**src/rtl/extIrqPkg.sv**
```systemverilog
package extIrqPkg;

  localparam int unsigned PIN_CNT = 8;

  typedef enum logic [1:0] {
    MODE_DEDICATED = 2'd0,
    MODE_EXPANDED  = 2'd1,
    MODE_MIXED     = 2'd2,
    MODE_SPARE     = 2'd3
  } pinMode_e;

  typedef enum logic [1:0] {
    VEC_OFF   = 2'd0,
    VEC_FULL  = 2'd1,
    VEC_SPLIT = 2'd2
  } vecSel_e;

  // strobes from control to datapath
  typedef struct packed {
    logic [PIN_CNT-1:0] dedMask;   // enabled dedicated sources
    logic [PIN_CNT-1:0] edgeMask;  // enabled dedicated edge sources
    logic [PIN_CNT-1:0] latchClr;  // acknowledge per source
    logic               nmiClr;
    vecSel_e            vecSel;
  } ctrlStrb_t;

endpackage

```
**src/rtl/extIrqSync.sv**
```systemverilog
module extIrqSync #(
  parameter int unsigned WIDTH  = 9,
  parameter int unsigned STAGES = 2
) (
  input  logic             clk,
  input  logic             rstN,
  input  logic [WIDTH-1:0] din,
  output logic [WIDTH-1:0] dout
);

  logic [STAGES-1:0][WIDTH-1:0] stageQ;

  always_ff @(posedge clk) begin
    if (!rstN) begin
      stageQ <= '1;
    end else begin
      for (int s = STAGES - 1; s > 0; s--) begin
        stageQ[s] <= stageQ[s-1];
      end
      stageQ[0] <= din;
    end
  end

  assign dout = stageQ[STAGES-1];

endmodule

```
**src/rtl/extIrqCtrl.sv**
```systemverilog
module extIrqCtrl
  import extIrqPkg::*;
#(
  parameter int unsigned MIX_DED = 3
) (
  input  logic [1:0]         modeSel,
  input  logic [PIN_CNT-1:0] edgeSel,
  input  logic [PIN_CNT-1:0] srcEnable,
  input  logic [PIN_CNT-1:0] ackSrc,
  input  logic               ackNmi,
  output ctrlStrb_t          strb
);

  localparam logic [PIN_CNT-1:0] SPLIT_MASK = {PIN_CNT{1'b1}} << (PIN_CNT - MIX_DED);

  logic [PIN_CNT-1:0] dedAll;
  vecSel_e            vecSel;

  always_comb begin
    case (pinMode_e'(modeSel))
      MODE_EXPANDED: begin
        dedAll = '0;
        vecSel = VEC_FULL;
      end
      MODE_MIXED: begin
        dedAll = SPLIT_MASK;
        vecSel = VEC_SPLIT;
      end
      default: begin
        dedAll = '1;
        vecSel = VEC_OFF;
      end
    endcase
  end

  always_comb begin
    strb.dedMask  = dedAll & srcEnable;
    strb.edgeMask = dedAll & srcEnable & edgeSel;
    strb.latchClr = ackSrc;
    strb.nmiClr   = ackNmi;
    strb.vecSel   = vecSel;
  end

endmodule

```
**src/rtl/extIrqPrio.sv**
```systemverilog
module extIrqPrio #(
  parameter int unsigned N     = 8,
  localparam int unsigned IDX_W = (N > 1) ? $clog2(N) : 1
) (
  input  logic [N-1:0]     req,
  output logic             anyReq,
  output logic [IDX_W-1:0] topIdx
);

  always_comb begin
    topIdx = '0;
    for (int i = 0; i < N; i++) begin
      if (req[i]) topIdx = IDX_W'(i);
    end
  end

  assign anyReq = |req;

endmodule

```
**src/rtl/extIrqDatapath.sv**
```systemverilog
module extIrqDatapath
  import extIrqPkg::*;
#(
  parameter int unsigned SYNC_STAGES = 2,
  parameter int unsigned MIX_DED     = 3,
  parameter logic [MIX_DED-1:0] MIX_LOW_PAT = 3'b010,
  localparam int unsigned HI_W  = PIN_CNT - MIX_DED,
  localparam int unsigned IDX_W = $clog2(PIN_CNT)
) (
  input  logic               clk,
  input  logic               rstN,
  input  logic [PIN_CNT-1:0] pinN,
  input  logic               nmiN,
  input  ctrlStrb_t          strb,
  output logic [PIN_CNT-1:0] srcPending,
  output logic               topValid,
  output logic [IDX_W-1:0]   topSrc,
  output logic               vecValid,
  output logic [PIN_CNT-1:0] vecNum,
  output logic               nmiPending
);

  logic [PIN_CNT:0]   syncQ;
  logic [PIN_CNT:0]   prevQ;
  logic [PIN_CNT:0]   fallBits;
  logic [PIN_CNT-1:0] pinS;
  logic [PIN_CNT-1:0] latchQ, latchNext, pendNext;
  logic               nmiQ, nmiNext;
  logic [PIN_CNT-1:0] vecRaw;
  logic               vecHas;
  logic               anyPend;
  logic [IDX_W-1:0]   topIdx;

  extIrqSync #(.WIDTH(PIN_CNT + 1), .STAGES(SYNC_STAGES)) u_sync (
    .clk  (clk),
    .rstN (rstN),
    .din  ({nmiN, pinN}),
    .dout (syncQ)
  );

  assign pinS     = syncQ[PIN_CNT-1:0];
  assign fallBits = prevQ & ~syncQ;

  always_ff @(posedge clk) begin
    if (!rstN) prevQ <= '1;
    else       prevQ <= syncQ;
  end

  // edge latches and level sources
  assign latchNext = strb.edgeMask & ((latchQ & ~strb.latchClr) | fallBits[PIN_CNT-1:0]);
  assign pendNext  = (strb.dedMask & ~strb.edgeMask & ~pinS) | latchNext;
  assign nmiNext   = (nmiQ & ~strb.nmiClr) | fallBits[PIN_CNT];

  // vector forming
  always_comb begin
    case (strb.vecSel)
      VEC_FULL: begin
        vecRaw = ~pinS;
        vecHas = |(~pinS);
      end
      VEC_SPLIT: begin
        vecRaw = {~pinS[HI_W-1:0], MIX_LOW_PAT};
        vecHas = |(~pinS[HI_W-1:0]);
      end
      default: begin
        vecRaw = '0;
        vecHas = 1'b0;
      end
    endcase
  end

  extIrqPrio #(.N(PIN_CNT)) u_prio (
    .req    (pendNext),
    .anyReq (anyPend),
    .topIdx (topIdx)
  );

  always_ff @(posedge clk) begin
    if (!rstN) begin
      latchQ     <= '0;
      nmiQ       <= 1'b0;
      srcPending <= '0;
      topValid   <= 1'b0;
      topSrc     <= '0;
      vecValid   <= 1'b0;
      vecNum     <= '0;
    end else begin
      latchQ     <= latchNext;
      nmiQ       <= nmiNext;
      srcPending <= pendNext;
      topValid   <= anyPend & ~nmiNext;
      topSrc     <= topIdx;
      vecValid   <= vecHas & ~nmiNext;
      vecNum     <= vecHas ? vecRaw : '0;
    end
  end

  assign nmiPending = nmiQ;


  prio_top_chk: assert property (@(posedge clk) disable iff (!rstN)
    topValid |-> ((srcPending >> topSrc) == PIN_CNT'(1)));


  nmi_mask_chk: assert property (@(posedge clk) disable iff (!rstN)
    nmiPending |-> (!topValid && !vecValid));


  vec_nonzero_chk: assert property (@(posedge clk) disable iff (!rstN)
    vecValid |-> (vecNum != '0));


  exp_silent_chk: assert property (@(posedge clk) disable iff (!rstN)
    (strb.vecSel == VEC_FULL) |=> (srcPending == '0));


  split_low_chk: assert property (@(posedge clk) disable iff (!rstN)
    (strb.vecSel == VEC_SPLIT) |=> (!vecValid || vecNum[MIX_DED-1:0] == MIX_LOW_PAT));


  nmi_hold_chk: assert property (@(posedge clk) disable iff (!rstN)
    $fell(nmiPending) |-> $past(strb.nmiClr));

  for (genvar i = 0; i < PIN_CNT; i++) begin : g_latchChk

    latch_hold_chk: assert property (@(posedge clk) disable iff (!rstN)
      $fell(latchQ[i]) |-> $past(strb.latchClr[i] || !strb.edgeMask[i]));
  end

endmodule

```
**src/rtl/extIrqDecoder.sv**
```systemverilog
module extIrqDecoder
  import extIrqPkg::*;
#(
  parameter int unsigned SYNC_STAGES = 2,
  parameter int unsigned MIX_DED     = 3,
  parameter logic [MIX_DED-1:0] MIX_LOW_PAT = 3'b010
) (
  input  logic                       clk,
  input  logic                       rstN,
  input  logic [PIN_CNT-1:0]         pinN,
  input  logic                       nmiN,
  input  logic [1:0]                 modeSel,
  input  logic [PIN_CNT-1:0]         edgeSel,
  input  logic [PIN_CNT-1:0]         srcEnable,
  input  logic [PIN_CNT-1:0]         ackSrc,
  input  logic                       ackNmi,
  output logic [PIN_CNT-1:0]         srcPending,
  output logic                       topValid,
  output logic [$clog2(PIN_CNT)-1:0] topSrc,
  output logic                       vecValid,
  output logic [PIN_CNT-1:0]         vecNum,
  output logic                       nmiPending
);

  ctrlStrb_t strb;

  extIrqCtrl #(.MIX_DED(MIX_DED)) u_ctrl (
    .modeSel   (modeSel),
    .edgeSel   (edgeSel),
    .srcEnable (srcEnable),
    .ackSrc    (ackSrc),
    .ackNmi    (ackNmi),
    .strb      (strb)
  );

  extIrqDatapath #(
    .SYNC_STAGES (SYNC_STAGES),
    .MIX_DED     (MIX_DED),
    .MIX_LOW_PAT (MIX_LOW_PAT)
  ) u_dp (
    .clk        (clk),
    .rstN       (rstN),
    .pinN       (pinN),
    .nmiN       (nmiN),
    .strb       (strb),
    .srcPending (srcPending),
    .topValid   (topValid),
    .topSrc     (topSrc),
    .vecValid   (vecValid),
    .vecNum     (vecNum),
    .nmiPending (nmiPending)
  );

endmodule

```
**config.mk**
```make
export PLATFORM = sky130hd
export DESIGN_NAME = extIrqDecoder
export DESIGN_NICKNAME = d
export VERILOG_FILES = /design/src/rtl/extIrqPkg.sv /design/src/rtl/extIrqSync.sv /design/src/rtl/extIrqCtrl.sv /design/src/rtl/extIrqPrio.sv /design/src/rtl/extIrqDatapath.sv /design/src/rtl/extIrqDecoder.sv
export SDC_FILE = /design/constraint.sdc
export NUM_CORES = 1
export LEC_CHECK = 0
export BUFFER_PORTS_ARGS = -buffer_cell sky130_fd_sc_hd__buf_2
export CAP_MARGIN = 10
export CORE_MARGIN = 3
export CORE_UTILIZATION = 30
export CTS_CLUSTER_SIZE = 16
export DETAILED_ROUTE_END_ITERATION = 6
export GPL_ROUTABILITY_DRIVEN = 1
export SYNTH_ARGS = -nofsm -noshare
export SYNTH_HDL_FRONTEND = slang
export SYNTH_SLANG_ARGS = --single-unit
```
**constraint.sdc**
```tcl
create_clock -name clk -period 1.3 [get_ports clk]
set_clock_uncertainty 0.05 [all_clocks]
set_input_delay 0.195 -clock clk [delete_from_list [all_inputs] [get_ports clk]]
set_output_delay 0.195 -clock clk [all_outputs]
set_load 0.05 [all_outputs]
```
==> qor.txt <==
peak supply drop: 0.6436 mV
Worst EP required: 1.47 ns
H-tree lvl count: 3
Num CTS Buffers: 9
Synth Flop Type: dfxtp_1
full die area: 7828 µm²
Final Util: 46.55%
Sw Share: 22.58%
dpl hpwl: 3.522 mm
post-synth cell types: 35
Final setup viols: 1
Synth top cells by count: 57 x dfxtp_1, 34 x nand2b_1, 18 x nand2_1, 16 x inv_1, 14 x nor2_1
1st-iter DRT viols: 63
Post-synth EDFFs: 0
vias in the first global route: 1633
outcome: finished, violations left
minimum clock period: 1.303 ns
width of the die: 88.48 µm
largest family of logic cells by synthesized area: simple AND/OR/NAND/NOR gates
combinational share of power: 10.5%
WP data arrival: 1.48 ns
syn_area_per_cell: 9.626 µm²
antenna violations before repair: 0
count leader, synth: dfxtp_1
RSZ-0062 raised after global routing: yes
post-synthesis adder-cell area fraction: 1.226%
critical path fanouts, max: 5
clock network power share: 43.2%
DR WL met2: 2.305 mm
vias per cell: 4.309
FMAX: 767.3 MHz
Final ANT Viol Nets: 0
drt pass-1 iters: 4
Syn Nets: 252
Port-buffer cells: 59
M1 WL: 2.103 mm
pre-CTS setup slack: -0.2708 ns
#FFs+latches synth: 57
Crit. End Element: register
area delta synth->final: 47.33%
Area contributors post-synth: dfxtp_1 56%, nand2b_1 10%, nand2_1 3.3%, inv_1 2.9%, nor2b_1 2.8%
Synth Warn #: 0
max-cap viol count: 0
cell area after layout: 3007 µm²
# IOs: 60
sequential area share after synthesis: 55.92%
asr flop ratio synth: 0%
TritonCTS clock tree: done
worst-margin pin slew: 0.2989 ns
Core Rows: 29
kind of critical path: reg2reg
layout cells sized above 1: 40.13%
DRC: 0
first-pass GRT wire length: 7.493 mm
gpl congestion: 0.7531
Root Buffer: clkbuf_8
leakage power: 1.358 nW
Pwr Total: 3.919 mW
post-synthesis cell count: 212
mux share of post-synthesis cell area: 0%
Final nets: 349
final period utilization: 100.3%
initial core utilization: 31.60%
grt ovf: 0
Worst-path clk slew: 0.06 ns
failing checks: negative setup slack
Worst-Skew Late Latency: 0.33 ns
Max-slew headroom: 80.08%
pin count of the biggest net entering global routing: 25
Vert. Die Dim: 88.48 µm
routed via count: 1685
CTS Buffer Depth: 2
sw power: 885.0 µW
# diodes: 0
Synth Area in Simple Gates: 25.81%
routed wl met3: 247 µm
Int Pwr: 3.034 mW
Core Area: 6459 µm²
Post-Synth XOR/XNOR Area: 0%
sequential power share: 46.3%
number of clock sinks: 57
Final Hold Viols: 0
worst min path class: in2reg
WL per Instance: 12.13 µm
Synth Cell Area: 2041 µm²
Post-Route WL: 4.741 mm
crit start category: register
worst setup margin: -0.003330 ns
DR top layer: met4
Global Route Usage Sum: 13.00%
post-synthesis compound-gate area fraction: 12.32%
Yosys top cell area share: 55.92%
Slew Viols, Final: 0
Hold WS: 0.08113 ns
Area after DPL: 2606 µm²
power per cell area: 1304 nW/µm²
Yosys top cell by area: dfxtp_1
sequential cells by signal, summed over array words and instances, names as in the netlist:
register	cells
u_dp.topValid	1
u_dp.prevQ	9
u_dp.vecValid	1
u_dp.srcPending	8
u_dp.u_sync.stageQ	9
u_dp.nmiPending	1
u_dp.u_sync.dout	9
u_dp.latchQ	8
u_dp.vecNum	8
u_dp.topSrc	3
logic make-up after synthesis:
| kind of cell | after synthesis |
|---|---|
| compound gates | 34 |
| fa+ha+maj | 2 |
| buf+inv | 23 |
| flops | 57 |
| simple gates | 96 |
critical path: stages (launching register included):
cell      delay (ns)
dfxtp_2         0.33
nor2b_2         0.04
o22ai_2         0.17
and3b_4         0.28
buf_6           0.11
a211oi_2        0.03
o21a_1          0.19
cell type report:
cell class              count  area [µm²]
clock buffers              14       172.7
flip-flops and latches     57        1151
well taps                  77       96.34
clock inverters             2       35.03
inverters                  16       67.56
repair buffers             93       589.3
multi-input cells         132       894.6
fillers                   633        3452
metrics by stage:
stage	TNS, ns	instances
floorplan	-0.03500	212
global placement	-1.099	364
detailed placement	-1.606	364
CTS	0	389
global route	-0.1287	391
finish	-0.003330	391
power by group through the flow:
| stage | clock network (mW) | logic [mW] | registers, mW |
|---|---|---|---|
| floorplan | 0 | 0.158 | 1.90 |
| global placement | 0 | 0.367 | 1.85 |
| detailed placement | 0 | 0.370 | 1.85 |
| CTS | 1.75 | 0.394 | 1.82 |
| global route | 1.84 | 0.449 | 1.82 |
| finish | 1.69 | 0.410 | 1.82 |
placed cells by master (no fill, tap or decap), types with 2 or more instances in the layout:
master,count
buf_2,59
dfxtp_1,51
nand2b_1,34
buf_4,23
nand2_1,17
inv_1,15
nor2_1,13
clkbuf_8,12
dlygate4sd3_1,9
a21oi_1,8
nor2b_1,7
and2_1,7
dfxtp_2,5
nand3_1,4
a22oi_1,4
a21oi_2,3
o32a_1,2
o22ai_2,2
a211oi_2,2
o22ai_1,2
a211oi_1,2
nand4_1,2
clkbuf_1,2
layer usage:
layer / track usage [%] / vias to the layer above
li1: - / 891
met1: 15.79 / 746
met2: 20.60 / 39
met3: 4.562 / 9
met4: 6.181 / 0
met5: 0 / -
timing repair:
action / CTS / global route
buffers inserted: 0 / 2
setup endpoints to repair: 11 / 11
hold buffers: 9 / 0
pin swaps: 2 / 13
gates resized for setup: 5 / 20
endpoints found under the hold margin: 9 / 0
worst paths after layout:
path                         start                   to  slack (ns)  cells past startpoint
min reg2reg  u_dp.u_sync.stageQ[3]  u_dp.u_sync.dout[3]        0.36                      1
max                  u_dp.prevQ[5]       u_dp.topSrc[1]      -0.003                      6
min                   srcEnable[4]       u_dp.latchQ[4]        0.08                      3
max reg2reg          u_dp.prevQ[5]       u_dp.topSrc[1]      -0.003                      6
Note: power is estimated with default switching activity, not from simulation.
